==> src/rtl/fgl_egr_pkg.sv <==
package fgl_egr_pkg;
  localparam int LABEL_W = 24;
  localparam int CVID_W  = 12;
  localparam int PCP_W   = 3;

  typedef struct packed {
    logic [LABEL_W-1:0] label;
    logic [PCP_W-1:0]   pcp;
    logic               dei;
    logic               mdest;
    logic               bcmc;
    logic               all_egress;
    logic               etype_known;
    logic               known_vld;
  } req_t;
endpackage

==> src/rtl/fgl_port_table.sv <==
module fgl_port_table
  import fgl_egr_pkg::*;
#(
  parameter int ENTRIES = 8,
  localparam int IDX_W  = (ENTRIES > 1) ? $clog2(ENTRIES) : 1
) (
  input  logic               clk_i,
  input  logic               rst_ni,
  input  logic               wr_en_i,
  input  logic [IDX_W-1:0]   wr_idx_i,
  input  logic               wr_valid_i,
  input  logic [LABEL_W-1:0] wr_label_i,
  input  logic [CVID_W-1:0]  wr_vid_i,
  input  logic [LABEL_W-1:0] lookup_label_i,
  output logic               hit_o,
  output logic [CVID_W-1:0]  vid_o
);
  logic [ENTRIES-1:0] vld_q;
  logic [LABEL_W-1:0] lbl_q [ENTRIES];
  logic [CVID_W-1:0]  vid_q [ENTRIES];
  logic [ENTRIES-1:0] match;

  for (genvar e = 0; e < ENTRIES; e++) begin : g_ent
    always_ff @(posedge clk_i or negedge rst_ni) begin
      if (!rst_ni) begin
        vld_q[e] <= 1'b0;
        lbl_q[e] <= '0;
        vid_q[e] <= '0;
      end else if (wr_en_i && wr_idx_i == IDX_W'(e)) begin
        vld_q[e] <= wr_valid_i;
        lbl_q[e] <= wr_label_i;
        vid_q[e] <= wr_vid_i;
      end
    end
    // full-width compare, both label halves
    assign match[e] = vld_q[e] && (lbl_q[e] == lookup_label_i);
  end

  // lowest index wins on duplicates
  always_comb begin
    hit_o = 1'b0;
    vid_o = '0;
    for (int e = ENTRIES - 1; e >= 0; e--) begin
      if (match[e]) begin
        hit_o = 1'b1;
        vid_o = vid_q[e];
      end
    end
  end


  wr_apply_chk: assert property (@(posedge clk_i) disable iff (!rst_ni)
    wr_en_i |=> vld_q[$past(wr_idx_i)] == $past(wr_valid_i));


  hit_needs_entry_chk: assert property (@(posedge clk_i) disable iff (!rst_ni)
    hit_o |-> (vld_q != '0));
endmodule

==> src/rtl/fgl_dest_select.sv <==
module fgl_dest_select #(
  parameter int NUM_PORTS = 4
) (
  input  logic [NUM_PORTS-1:0] member_i,
  input  logic                 mdest_i,
  input  logic                 bcmc_i,
  input  logic                 all_egress_i,
  input  logic                 etype_known_i,
  input  logic                 known_vld_i,
  input  logic [NUM_PORTS-1:0] known_mask_i,
  input  logic [NUM_PORTS-1:0] unreach_mask_i,
  input  logic [NUM_PORTS-1:0] prune_mask_i,
  output logic [NUM_PORTS-1:0] mask_o,
  output logic                 special_o
);
  always_comb begin
    special_o = 1'b0;
    if (all_egress_i) begin
      mask_o    = '0;
      special_o = etype_known_i;
    end else if (mdest_i || bcmc_i) begin
      mask_o = member_i & ~prune_mask_i;
    end else if (known_vld_i) begin
      mask_o = member_i & known_mask_i;
    end else begin
      mask_o = member_i & ~unreach_mask_i;
    end
  end
endmodule

==> src/rtl/fgl_egress_sel.sv <==
module fgl_egress_sel
  import fgl_egr_pkg::*;
#(
  parameter int NUM_PORTS = 4,
  parameter int ENTRIES   = 8,
  localparam int PORT_W   = (NUM_PORTS > 1) ? $clog2(NUM_PORTS) : 1,
  localparam int IDX_W    = (ENTRIES > 1) ? $clog2(ENTRIES) : 1
) (
  input  logic                        clk_i,
  input  logic                        rst_ni,
  input  logic                        cfg_we_i,
  input  logic [PORT_W-1:0]           cfg_port_i,
  input  logic [IDX_W-1:0]            cfg_idx_i,
  input  logic                        cfg_valid_i,
  input  logic [LABEL_W-1:0]          cfg_label_i,
  input  logic [CVID_W-1:0]           cfg_vid_i,
  input  logic [NUM_PORTS-1:0]        strip_cfg_i,
  input  logic                        req_i,
  input  logic [LABEL_W-1:0]          label_i,
  input  logic [PCP_W-1:0]            pcp_i,
  input  logic                        dei_i,
  input  logic                        mdest_i,
  input  logic                        bcmc_i,
  input  logic                        all_egress_i,
  input  logic                        etype_known_i,
  input  logic                        known_vld_i,
  input  logic [NUM_PORTS-1:0]        known_mask_i,
  input  logic [NUM_PORTS-1:0]        unreach_mask_i,
  input  logic [NUM_PORTS-1:0]        prune_mask_i,
  output logic                        vld_o,
  output logic [NUM_PORTS-1:0]        port_mask_o,
  output logic                        special_o,
  output logic [NUM_PORTS*CVID_W-1:0] vid_o,
  output logic [PCP_W-1:0]            pcp_o,
  output logic                        dei_o,
  output logic [NUM_PORTS-1:0]        strip_o
);
  // stage 1: capture request
  logic                 s1_vld;
  req_t                 s1_req;
  logic [NUM_PORTS-1:0] s1_known, s1_unreach, s1_prune;

  always_ff @(posedge clk_i or negedge rst_ni) begin
    if (!rst_ni) begin
      s1_vld     <= 1'b0;
      s1_req     <= '0;
      s1_known   <= '0;
      s1_unreach <= '0;
      s1_prune   <= '0;
    end else begin
      s1_vld <= req_i;
      if (req_i) begin
        s1_req     <= '{label: label_i, pcp: pcp_i, dei: dei_i, mdest: mdest_i,
                        bcmc: bcmc_i, all_egress: all_egress_i,
                        etype_known: etype_known_i, known_vld: known_vld_i};
        s1_known   <= known_mask_i;
        s1_unreach <= unreach_mask_i;
        s1_prune   <= prune_mask_i;
      end
    end
  end

  // stage 2: parallel lookup across all port tables
  logic [NUM_PORTS-1:0]        member;
  logic [NUM_PORTS*CVID_W-1:0] port_vid;

  for (genvar p = 0; p < NUM_PORTS; p++) begin : g_port
    fgl_port_table #(.ENTRIES(ENTRIES)) u_tbl (
      .clk_i          (clk_i),
      .rst_ni         (rst_ni),
      .wr_en_i        (cfg_we_i && cfg_port_i == PORT_W'(p)),
      .wr_idx_i       (cfg_idx_i),
      .wr_valid_i     (cfg_valid_i),
      .wr_label_i     (cfg_label_i),
      .wr_vid_i       (cfg_vid_i),
      .lookup_label_i (s1_req.label),
      .hit_o          (member[p]),
      .vid_o          (port_vid[p*CVID_W +: CVID_W])
    );
  end

  logic [NUM_PORTS-1:0] sel_mask;
  logic                 sel_special;

  fgl_dest_select #(.NUM_PORTS(NUM_PORTS)) u_sel (
    .member_i       (member),
    .mdest_i        (s1_req.mdest),
    .bcmc_i         (s1_req.bcmc),
    .all_egress_i   (s1_req.all_egress),
    .etype_known_i  (s1_req.etype_known),
    .known_vld_i    (s1_req.known_vld),
    .known_mask_i   (s1_known),
    .unreach_mask_i (s1_unreach),
    .prune_mask_i   (s1_prune),
    .mask_o         (sel_mask),
    .special_o      (sel_special)
  );

  logic [NUM_PORTS*CVID_W-1:0] vid_gated;
  for (genvar p = 0; p < NUM_PORTS; p++) begin : g_gate
    assign vid_gated[p*CVID_W +: CVID_W] =
      sel_mask[p] ? port_vid[p*CVID_W +: CVID_W] : '0;
  end

  always_ff @(posedge clk_i or negedge rst_ni) begin
    if (!rst_ni) begin
      vld_o       <= 1'b0;
      port_mask_o <= '0;
      special_o   <= 1'b0;
      vid_o       <= '0;
      pcp_o       <= '0;
      dei_o       <= 1'b0;
      strip_o     <= '0;
    end else begin
      vld_o <= s1_vld;
      if (s1_vld) begin
        port_mask_o <= sel_mask;
        special_o   <= sel_special;
        vid_o       <= vid_gated;
        pcp_o       <= s1_req.pcp;
        dei_o       <= s1_req.dei;
        strip_o     <= strip_cfg_i & sel_mask;
      end
    end
  end


  latency_chk: assert property (@(posedge clk_i) disable iff (!rst_ni)
    vld_o == $past(req_i, 2));


  all_egress_chk: assert property (@(posedge clk_i) disable iff (!rst_ni)
    (vld_o && $past(all_egress_i, 2)) |-> (port_mask_o == '0));


  special_excl_chk: assert property (@(posedge clk_i) disable iff (!rst_ni)
    (vld_o && special_o) |-> (port_mask_o == '0));


  prune_chk: assert property (@(posedge clk_i) disable iff (!rst_ni)
    (vld_o && $past(mdest_i, 2) && !$past(all_egress_i, 2))
      |-> ((port_mask_o & $past(prune_mask_i, 2)) == '0));


  known_uc_chk: assert property (@(posedge clk_i) disable iff (!rst_ni)
    (vld_o && $past(known_vld_i && !mdest_i && !bcmc_i, 2))
      |-> ((port_mask_o & ~$past(known_mask_i, 2)) == '0));


  pcp_restore_chk: assert property (@(posedge clk_i) disable iff (!rst_ni)
    vld_o |-> (pcp_o == $past(pcp_i, 2) && dei_o == $past(dei_i, 2)));


  strip_sel_chk: assert property (@(posedge clk_i) disable iff (!rst_ni)
    vld_o |-> ((strip_o & ~port_mask_o) == '0));
endmodule

==> config.mk <==
export PLATFORM = sky130hd
export DESIGN_NAME = fgl_egress_sel
export DESIGN_NICKNAME = d
export VERILOG_FILES = /design/src/rtl/fgl_egr_pkg.sv /design/src/rtl/fgl_port_table.sv /design/src/rtl/fgl_dest_select.sv /design/src/rtl/fgl_egress_sel.sv
export SDC_FILE = /design/constraint.sdc
export NUM_CORES = 2
export LEC_CHECK = 0
export BUFFER_PORTS_ARGS = -buffer_cell sky130_fd_sc_hd__buf_2
export CAP_MARGIN = 25
export CORE_ASPECT_RATIO = 0.75
export CORE_MARGIN = 3
export CORE_UTILIZATION = 35
export DETAILED_ROUTE_END_ITERATION = 7
export PLACE_DENSITY = 0.56
export RECOVER_POWER = 50
export SYNTH_ARGS = -nofsm -noshare
export SYNTH_HDL_FRONTEND = slang
export SYNTH_HIERARCHICAL = 1
export SYNTH_SLANG_ARGS = --single-unit
==> constraint.sdc <==
create_clock -name clk_i -period 4.4 [get_ports clk_i]
set_input_delay 0.66 -clock clk_i [delete_from_list [all_inputs] [get_ports clk_i]]
set_output_delay 0.66 -clock clk_i [all_outputs]
set_load 0.01 [all_outputs]
==> key figures <==
Finish
  • FILL cells: 16,600
  • Flip-flop and latch area: 32,400 sq um
  • Final std cells w/o fill: 7,461
  • Design area: 70,200 sq um
  • Area of the multi-input gates: 27,300 sq um
  • P&R area growth vs syn: 13.6%
  • Final net count: 5,103
  • Final core occ: 0.403
  • Share of cells above drive strength 1: 0.362

Pwr
  • Clock network power share: 0.353
  • Cell-internal power: 0.0238 W
  • Maximum vdd drop: 0.293 mV
  • Part of the power in registers: 0.472
  • Leak Pwr: 30.7 nW
  • Psw: 0.00916 W
  • Combinational power share: 0.175
  • Sw Share: 0.278
  • P per Cell Area: 469 nW/um^2

Outcome
  • Failing checks: capacitance limit, slew limit
  • Status: finished, violations left

Logic synthesis
  • Most common library cells after synthesis: 1,292 x dfrtp_1, 1,150 x mux2_2, 476 x xnor2_1, 292 x xor2_1, 221 x nand2_1
  • Area leader, netlist: dfrtp_1
  • Post-synth EDFFs: 0
  • Mean area per synthesized cell: 12.8 sq um
  • Synth cell types: 41
  • Count leader, synth: dfrtp_1
  • Mapped Nets: 4,913
  • Largest cells by area after synthesis: dfrtp_1 52%, mux2_2 21%, xnor2_1 6.7%
  • Dominant synthesized flop cell: dfrtp_1
  • Synth Register Bits: 1,292
  • Register area share after synthesis: 0.523
  • Syn Std Cell Area: 61,800 sq um
  • Ys Warns: 6
  • Cells after Synth: 4,818
  • Asr flop ratio synth: 1.00
  • Area share of the largest cell type after synthesis: 0.523

Route
  • DRC errors left: 0
  • DR iter-0 viols: 3,569
  • DR vias/cell: 5.36
  • Wire per inst: 26.2 um
  • Drt first pass iters: 5
  • Final ANT Viol Nets: 0
  • DR vias: 40,000
  • Final wirelength: 196 mm

Timing
  • Max Clk Rate: 0.236 GHz
  • Final hold viol count: 0
  • Worst Max-Slew Pin Slew: 3160 ps
  • Final setup fails: 0
  • Fin Setup TNS: 0 ps
  • RSZ-0062 raised after global routing: false
  • Tmin final: 4240 ps
  • Slew Limit Fails: 1,002
  • Fin crit share: 0.963
  • Clock skew: 26.1 ps
  • Max-slew headroom: -1.11

Place
  • Placed Instances: 7,210
  • RD Place Congestion: 0.804
  • Port Buffers: 156
  • Post-DP HPWL: 122 mm
  • Placement Cell Area: 66,100 sq um

Critical path
  • Crit. End Element: flip-flop
  • CP Launch Type: flip-flop
  • Crit path required time: 5090 ps
  • Setup CP Type: flip-flop to flip-flop
  • WP data arrival: 4920 ps
  • Crit-path max FO: 23

Die
  • Die area: 182,000 sq um
  • Die Ht: 370 um
  • # rows: 132
  • Die width: 491 um
  • I/O pin count: 157
  • Core area: 174,000 sq um
  • Starting Density: 0.355

Global routing
  • Initial antenna violation count: 25
  • GRT overflow: 0
  • Overall Global Routing Usage: 0.214
  • Vias in the first global route: 40,300
  • First-pass GRT wire length: 287 mm
  • Largest net degree at the start of global routing: 158

CTS
  • Longest Clk Path Bufs: 3
  • CTS clk-pin slew, worst paths: 60 ps
  • Hold buffer count at CTS: 1
  • Num CTS Buffers: 137
  • CTS sink count: 1,292
  • Worst skew pair latency: 790 ps
  • Htree depth: 4
  • Setup Fix Bufs, Post-CTS: 0
  • CTS tree: built
  • Quantity of gates resized following cts: 0
  • Clk root buf: clkbuf_16

Flow run
  • Maxcap violations: 22

Worst hold path
  • Hold Crit Class: primary input to flip-flop
placed cells by master, fill, tap and decap left out, types with 60 or more instances in the layout:
cell       Yosys  routed
buf_2         60     154
buf_4         31     148
clkbuf_1     173      68
clkbuf_16      0     144
dfrtp_1     1292    1268
inv_1        100     100
mux2_2      1150    1150
nand2_1      221     221
nand3_1       88      88
nand4_1      204     204
nor2_1        77      77
nor4_1        68      60
o21ai_0      163     163
xnor2_1      476     476
xor2_1       292     292
critical path, cell delays in order, from the launching register on:
cell,delay [ps]
dfrtp_2,890
buf_4,320
xnor2_1,210
nand4_1,160
nor4_1,920
nand4_1,290
buf_4,330
nand2_1,150
nor3_1,60
nand3_1,160
and4b_1,240
buf_4,200
nand3_1,80
o21ai_0,80
metal layers:
layer  up-vias  share of wire  routed length (um)  GRT usage
met1     21100           0.48               92900      0.318
met3       272          0.071               13800     0.0443
li1      17400              -                   -          -
met5         -       0.000056                  11          0
met2      1206           0.43               84100      0.314
met4         2          0.024                4770     0.0573
final timing paths:
path	start	end	slack (ps)	depth (start not counted)
max in group asynchronous	rst_ni	g_port[1].u_tbl/lbl_q[17]$_DFFE_PN0P_	630	4
min reg2reg	s1_unreach[1]$_DFFE_PN0P_	s1_unreach[1]$_DFFE_PN0P_	480	1
max	s1_req[13]$_DFFE_PN0P_	vid_o[15]$_DFFE_PN0P_	160	13
min	label_i[6]	s1_req[15]$_DFFE_PN0P_	90	2
min in group asynchronous	rst_ni	g_port[3].u_tbl/lbl_q[89]$_DFFE_PN0P_	350	2
max reg2reg	s1_req[13]$_DFFE_PN0P_	vid_o[15]$_DFFE_PN0P_	160	13
cell families after synthesis:
| logic type | synth area share |
|---|---|
| XOR/XNOR | 0.109 |
| flip-flops | 0.523 |
| AO/OA/AOI/OAI | 0.0457 |
| buffers and inverters | 0.0361 |
| multiplexers | 0.219 |
| AND/OR/NAND/NOR | 0.0675 |
registers in the layout, indices dropped and copies added, names as in the netlist, 3 cells and up:
name / flops
s1_known: 4
pcp_o: 3
s1_req: 33
g_port.u_tbl/vld_q: 32
g_port.u_tbl/vid_q: 384
s1_prune: 4
strip_o: 4
g_port.u_tbl/lbl_q: 768
port_mask_o: 4
s1_unreach: 4
vid_o: 48
area by class of cell:
cell class	instances	area share
Timing Repair Buffer	380	0.0405
Tap cell	2345	0.0418
Inverter	100	0.00535
Sequential cell	1292	0.461
Clock buffer	211	0.0587
Clock inverter	30	0.00417
Antenna cell	6	0.000214
Multi-Input combinational cell	3097	0.388
through the flow:
stage	hold WS [ps]	power (W)	setup WS, ps
2_1_floorplan	364	0.0195	1660
3_3_place_gp	480	0.0214	412
3_5_place_dp	487	0.0216	463
4_1_cts	55.4	0.0333	416
5_1_grt	78.4	0.0345	72.9
6_report	87.5	0.0330	161
power groups by stage:
stage,Sequential [W],Combinational (W),Clock [W]
2_1_floorplan,0.0153,0.00418,0
3_3_place_gp,0.0157,0.00569,0
3_5_place_dp,0.0158,0.00579,0
4_1_cts,0.0156,0.00583,0.0119
5_1_grt,0.0158,0.00626,0.0124
6_report,0.0156,0.00575,0.0116
No activity file was read; power rests on OpenSTA's default activity.
